`config.mk`:
```
export PLATFORM = sky130hd
export DESIGN_NAME = edge_gpio_port
export DESIGN_NICKNAME = d
export VERILOG_FILES = /design/src/rtl/gpio_pkg.sv /design/src/rtl/gpio_ctrl.sv /design/src/rtl/gpio_datapath.sv /design/src/rtl/edge_gpio_port.sv
export SDC_FILE = /design/constraint.sdc
export NUM_CORES = 1
export LEC_CHECK = 0
export ABC_AREA = 1
export BUFFER_PORTS_ARGS = -buffer_cell sky130_fd_sc_hd__buf_2
export CORE_MARGIN = 3
export CORE_UTILIZATION = 35
export CTS_CLUSTER_DIAMETER = 120
export DETAILED_ROUTE_END_ITERATION = 16
export PLACE_DENSITY = 0.67
export SYNTH_ARGS = -nofsm -noshare
export SYNTH_HDL_FRONTEND = slang
export SYNTH_SLANG_ARGS = --single-unit
export TNS_END_PERCENT = 100
```
`constraint.sdc`:
```
create_clock -name clk -period 1.1 [get_ports clk]
set_clock_uncertainty 0.15 [all_clocks]
set_input_delay 0.11 -clock clk [delete_from_list [all_inputs] [get_ports clk]]
set_output_delay 0.11 -clock clk [all_outputs]
set_load 0.05 [all_outputs]
```
`src/rtl/gpio_pkg.sv`:
```
package gpio_pkg;
  typedef enum logic [2:0] {
    REG_LEVEL = 3'd0,
    REG_OUTV  = 3'd1,
    REG_DIR   = 3'd2,
    REG_FUNC  = 3'd3,
    REG_EDGE  = 3'd4,
    REG_FLAG  = 3'd5,
    REG_MASK  = 3'd6,
    REG_NONE  = 3'd7
  } gpioReg_e;

  typedef struct packed {
    logic     wrOutv;
    logic     wrDir;
    logic     wrFunc;
    logic     wrEdge;
    logic     wrFlag;
    logic     wrMask;
    gpioReg_e rdSel;
  } ctrlStrobes_t;
endpackage

```
`src/rtl/gpio_ctrl.sv`:
```
module gpio_ctrl
  import gpio_pkg::*;
#(
  parameter int ADDR_W = 3
) (
  input  logic              wrEn,
  input  logic [ADDR_W-1:0] addr,
  output ctrlStrobes_t      strobes
);
  gpioReg_e regSel;

  always_comb begin
    regSel = gpioReg_e'(addr[2:0]);
    strobes = '0;
    strobes.rdSel = regSel;
    if (wrEn) begin
      unique case (regSel)
        REG_OUTV: strobes.wrOutv = 1'b1;
        REG_DIR:  strobes.wrDir  = 1'b1;
        REG_FUNC: strobes.wrFunc = 1'b1;
        REG_EDGE: strobes.wrEdge = 1'b1;
        REG_FLAG: strobes.wrFlag = 1'b1;
        REG_MASK: strobes.wrMask = 1'b1;
        default:  ;
      endcase
    end
  end
endmodule

```
`src/rtl/gpio_datapath.sv`:
```
module gpio_datapath
  import gpio_pkg::*;
#(
  parameter int WIDTH       = 8,
  parameter int SYNC_STAGES = 2
) (
  input  logic             clk,
  input  logic             rstN,
  input  ctrlStrobes_t     strobes,
  input  logic [WIDTH-1:0] wrData,
  output logic [WIDTH-1:0] rdData,
  input  logic [WIDTH-1:0] padIn,
  input  logic [WIDTH-1:0] altOut,
  input  logic [WIDTH-1:0] altOe,
  output logic [WIDTH-1:0] padOut,
  output logic [WIDTH-1:0] padOe,
  output logic             irq
);
  localparam int LAST = SYNC_STAGES - 1;

  logic [WIDTH-1:0] outvQ, dirQ, funcQ, edgeQ, flagQ, maskQ;
  logic [WIDTH-1:0] syncPipe [SYNC_STAGES];
  logic [WIDTH-1:0] syncQ, prevQ;
  logic [WIDTH-1:0] riseHit, fallHit, edgeHit;

  // Input synchronizer chain
  genvar s;
  generate
    for (s = 0; s < SYNC_STAGES; s++) begin : g_sync
      always_ff @(posedge clk or negedge rstN) begin
        if (!rstN) syncPipe[s] <= '0;
        else if (s == 0) syncPipe[s] <= padIn;
        else syncPipe[s] <= syncPipe[(s == 0) ? 0 : s-1];
      end
    end
  endgenerate

  assign syncQ = syncPipe[LAST];

  always_ff @(posedge clk or negedge rstN) begin
    if (!rstN) prevQ <= '0;
    else prevQ <= syncQ;
  end

  // Per-pin edge detection with polarity select
  assign riseHit = syncQ & ~prevQ;
  assign fallHit = ~syncQ & prevQ;
  assign edgeHit = (edgeQ & fallHit) | (~edgeQ & riseHit);

  // Configuration registers
  always_ff @(posedge clk or negedge rstN) begin
    if (!rstN) begin
      outvQ <= '0;
      dirQ  <= '0;
      funcQ <= '0;
      edgeQ <= '0;
      maskQ <= '0;
    end else begin
      if (strobes.wrOutv) outvQ <= wrData;
      if (strobes.wrDir)  dirQ  <= wrData;
      if (strobes.wrFunc) funcQ <= wrData;
      if (strobes.wrEdge) edgeQ <= wrData;
      if (strobes.wrMask) maskQ <= wrData;
    end
  end

  // Sticky flags: a written 0 clears, a new edge wins over the clear
  logic [WIDTH-1:0] flagKeep;
  assign flagKeep = strobes.wrFlag ? (flagQ & wrData) : flagQ;

  always_ff @(posedge clk or negedge rstN) begin
    if (!rstN) flagQ <= '0;
    else flagQ <= flagKeep | edgeHit;
  end

  // Pin multiplexer
  genvar p;
  generate
    for (p = 0; p < WIDTH; p++) begin : g_pin
      assign padOut[p] = funcQ[p] ? altOut[p] : outvQ[p];
      assign padOe[p]  = funcQ[p] ? altOe[p]  : dirQ[p];
    end
  endgenerate

  assign irq = |(flagQ & maskQ);

  always_comb begin
    unique case (strobes.rdSel)
      REG_LEVEL: rdData = syncQ;
      REG_OUTV:  rdData = outvQ;
      REG_DIR:   rdData = dirQ;
      REG_FUNC:  rdData = funcQ;
      REG_EDGE:  rdData = edgeQ;
      REG_FLAG:  rdData = flagQ;
      REG_MASK:  rdData = maskQ;
      default:   rdData = '0;
    endcase
  end
endmodule

```
`src/rtl/edge_gpio_port.sv`:
```
module edge_gpio_port
  import gpio_pkg::*;
#(
  parameter int WIDTH       = 8,
  parameter int ADDR_W      = 3,
  parameter int SYNC_STAGES = 2
) (
  input  logic              clk,
  input  logic              rstN,
  input  logic              wrEn,
  input  logic [ADDR_W-1:0] addr,
  input  logic [WIDTH-1:0]  wrData,
  output logic [WIDTH-1:0]  rdData,
  input  logic [WIDTH-1:0]  padIn,
  input  logic [WIDTH-1:0]  altOut,
  input  logic [WIDTH-1:0]  altOe,
  output logic [WIDTH-1:0]  padOut,
  output logic [WIDTH-1:0]  padOe,
  output logic              irq
);
  ctrlStrobes_t strobes;

  gpio_ctrl #(.ADDR_W(ADDR_W)) u_ctrl (
    .wrEn    (wrEn),
    .addr    (addr),
    .strobes (strobes)
  );

  gpio_datapath #(.WIDTH(WIDTH), .SYNC_STAGES(SYNC_STAGES)) u_dp (
    .clk     (clk),
    .rstN    (rstN),
    .strobes (strobes),
    .wrData  (wrData),
    .rdData  (rdData),
    .padIn   (padIn),
    .altOut  (altOut),
    .altOe   (altOe),
    .padOut  (padOut),
    .padOe   (padOe),
    .irq     (irq)
  );
endmodule

```
==> flow_metrics.tcl <==
set metrics [dict create \
    fillers 882 \
    num_vias 3713 \
    drc 0 \
    power_w 0.00972 \
    ant_nets 0 \
    synth_area_sq_um 3540 \
    leakagePower_nw 2.89 \
    die_y_um 107 \
    rsz0062_at_grt "true" \
    overflow 0 \
    num_rows 36 \
    dieArea_sq_um 11300 \
    setup_violations 29 \
    min_period_ns 1.62 \
    syn-num-nets 491 \
    max_cap_violations 0 \
    placedInstanceArea_sq_um 4780 \
    r2r_end "u_dp.flagQ[0]" \
    cp.required_ns 0.84 \
    synth_warnings 0 \
    drt_wl_total_um 10900 \
    ir_worst_vdd_v 0.000938 \
    syn_area_per_cell_sq_um 7.81 \
    finish.utilization_pct 58.6 \
    io_pins 63 \
    yosysSeqAreaShare_pct 51.0 \
    grt_max_degree 73 \
    drv_slew 0 \
    worst_pin_slew_ns 0.416 \
    dp_hpwl_um 7500 \
    critPathKind "reg2out" \
    die_x_um 107 \
    finalWorstSetupSlack_ns -0.519 \
    fin_crit_sh_pct 147 \
    syn-instance-count 453 \
    cts_buffer_depth 2 \
    r2r_slack_ns -0.03 \
    outcome "complete, but fails checks" \
    powerDensity_nw_per_um2 1690 \
    violations "setup timing" \
    cts-root-buf "clkbuf_8" \
    rr_startpoint "u_dp.edgeQ[0]" \
    io_buffers 62 \
    wire_per_inst_um 14.3 \
    start_util_pct 36.0 \
    design_area_sq_um 5760 \
    fin_nets 662 \
    clk_latency_ns 0.35 \
    via_per_inst 4.87 \
    cts_max_level 3 \
    min_delay_worst_endpoint "u_dp.maskQ[6]" \
    cp-end-kind "output pin" \
    cts_tree "built" \
    cts_buffers 9 \
    hold_class "in2reg" \
    core_area_sq_um 9820 \
    grt_usage_pct 20.1 \
    max_freq_ghz 0.618 \
    ys_types 18 \
    grt_pass1_vias 3728 \
    drive_above_1_share_pct 43.1 \
    final_common_cell "nand2_1" \
    antenna_found_initial 0 \
    critPathMaxFanout 3 \
    ys_ff_latch 72 \
    startpoint "u_dp.flagQ[7]" \
    critPathLaunchType "flip-flop" \
    dr.pass1.iters 4 \
    areaGrowthSynthToFinish_pct 62.8 \
    finalHoldViolCount 0 \
    grt_first_pass_wirelength_um 18100 \
    path_clk_slew_ns 0.08 \
    drtIter0Drc 192 \
    hp-start "wrEn" \
    r2r_cells 6 \
    max_slew_margin_pct 72.2 \
    cts.sink_count 72 \
    worstPathArrival_ns 1.36 \
    gp_congestion 0.939 \
    antennaDiodeCount 0 \
    final_cell_mix "nand2_1, dfrtp_1, buf_4" \
    hold_depth 4 \
]
-- flip-flops by register name, indices dropped and copies added, names as in the netlist --
register and cells:
u_dp.dirQ 8, u_dp.edgeQ 8, u_dp.flagQ 8, u_dp.funcQ 8, u_dp.maskQ 8, u_dp.outvQ 8
u_dp.prevQ 8, u_dp.syncPipe 8, u_dp.syncQ 8
-- metal layers --
layer	vias to the layer above	share of wire, %	wire, um	track usage (%)
met4	0	2.5	276	8.04
met1	1767	42	4570	25.0
met2	104	50	5480	34.3
met3	22	5.1	551	4.07
li1	1820	-	-	-
met5	-	0	0	0
-- power by group --
part / switching (W) / total, W / internal [W]
clock network: 0.000989 / 0.00279 / 0.00180
logic: 0.00193 / 0.00360 / 0.00166
registers: 0.000319 / 0.00333 / 0.00302
total: 0.00324 / 0.00972 / 0.00648
-- worst max-delay path, cell delays in order (launching register included) --
cell and delay [ns]:
dfrtp_1 0.41, nand2_1 0.09, nand4_1 0.09, or2_4 0.27
buf_8 0.15
-- worst max-delay path by stage --
stage                end  cells after the start
2_1_floorplan  rdData[7]                      7
3_3_place_gp   rdData[3]                      8
3_5_place_dp   rdData[3]                      8
4_1_cts              irq                      4
5_1_grt              irq                      4
6_report             irq                      4
-- through the flow --
stage | setup TNS (ns) | instances | hold WS [ns] | setup slack, ns
6_report | -9.71 | 762 | 0.0723 | -0.519
3_3_place_gp | -12.86 | 716 | 0.0192 | -0.395
3_5_place_dp | -14.25 | 716 | 0.0206 | -0.429
5_1_grt | -11.50 | 762 | 0.0789 | -0.577
4_1_cts | -10.02 | 753 | 0.0434 | -0.537
2_1_floorplan | -0.866 | 453 | -0.336 | -0.0726
-- timing repair --
action	CTS	global route
setup endpoints to repair	33	33
resized for setup	112	53
pin swaps	45	17
hold endpoints to repair	125	0
setup buffers	10	12
hold buffers	17	0
-- Yosys cell counts (all sizes together) --
cell type | number | area share, %
nand2 | 161 | 17
dfrtp | 72 | 51
o21ai | 48 | 6.8
inv | 44 | 4.7
nor2 | 37 | 4.6
nand4 | 35 | 6.4
nand3 | 22 | 3.5
nand3b | 16 | 3.4
buf | 12 | 1.8
clkbuf | 5 | 0.53
or2 | 1 | 0.18
-- logic make-up (layout without fill, tap and decap cells) --
| logic type | after synthesis | in the layout | share of synthesized area [%] |
|---|---|---|---|
| flip-flops | 72 | 72 | 51.0 |
| AO/OA/AOI/OAI | 48 | 48 | 6.79 |
| AND/OR/NAND/NOR | 272 | 272 | 35.2 |
| buffers and inverters | 61 | 237 | 7.04 |
-- area by class of cell --
| type | instances | area (sq um) | area share [%] |
|---|---|---|---|
| multi-input combinational | 320 | 1720 | 29.9 |
| clock buffer | 11 | 141 | 2.46 |
| timing repair buffer | 177 | 1610 | 27.9 |
| sequential | 72 | 1810 | 31.4 |
| clock inverter | 5 | 128 | 2.22 |
| tap | 133 | 166 | 2.89 |
| inverter | 44 | 185 | 3.22 |
Note: power is estimated with default switching activity, not from simulation.
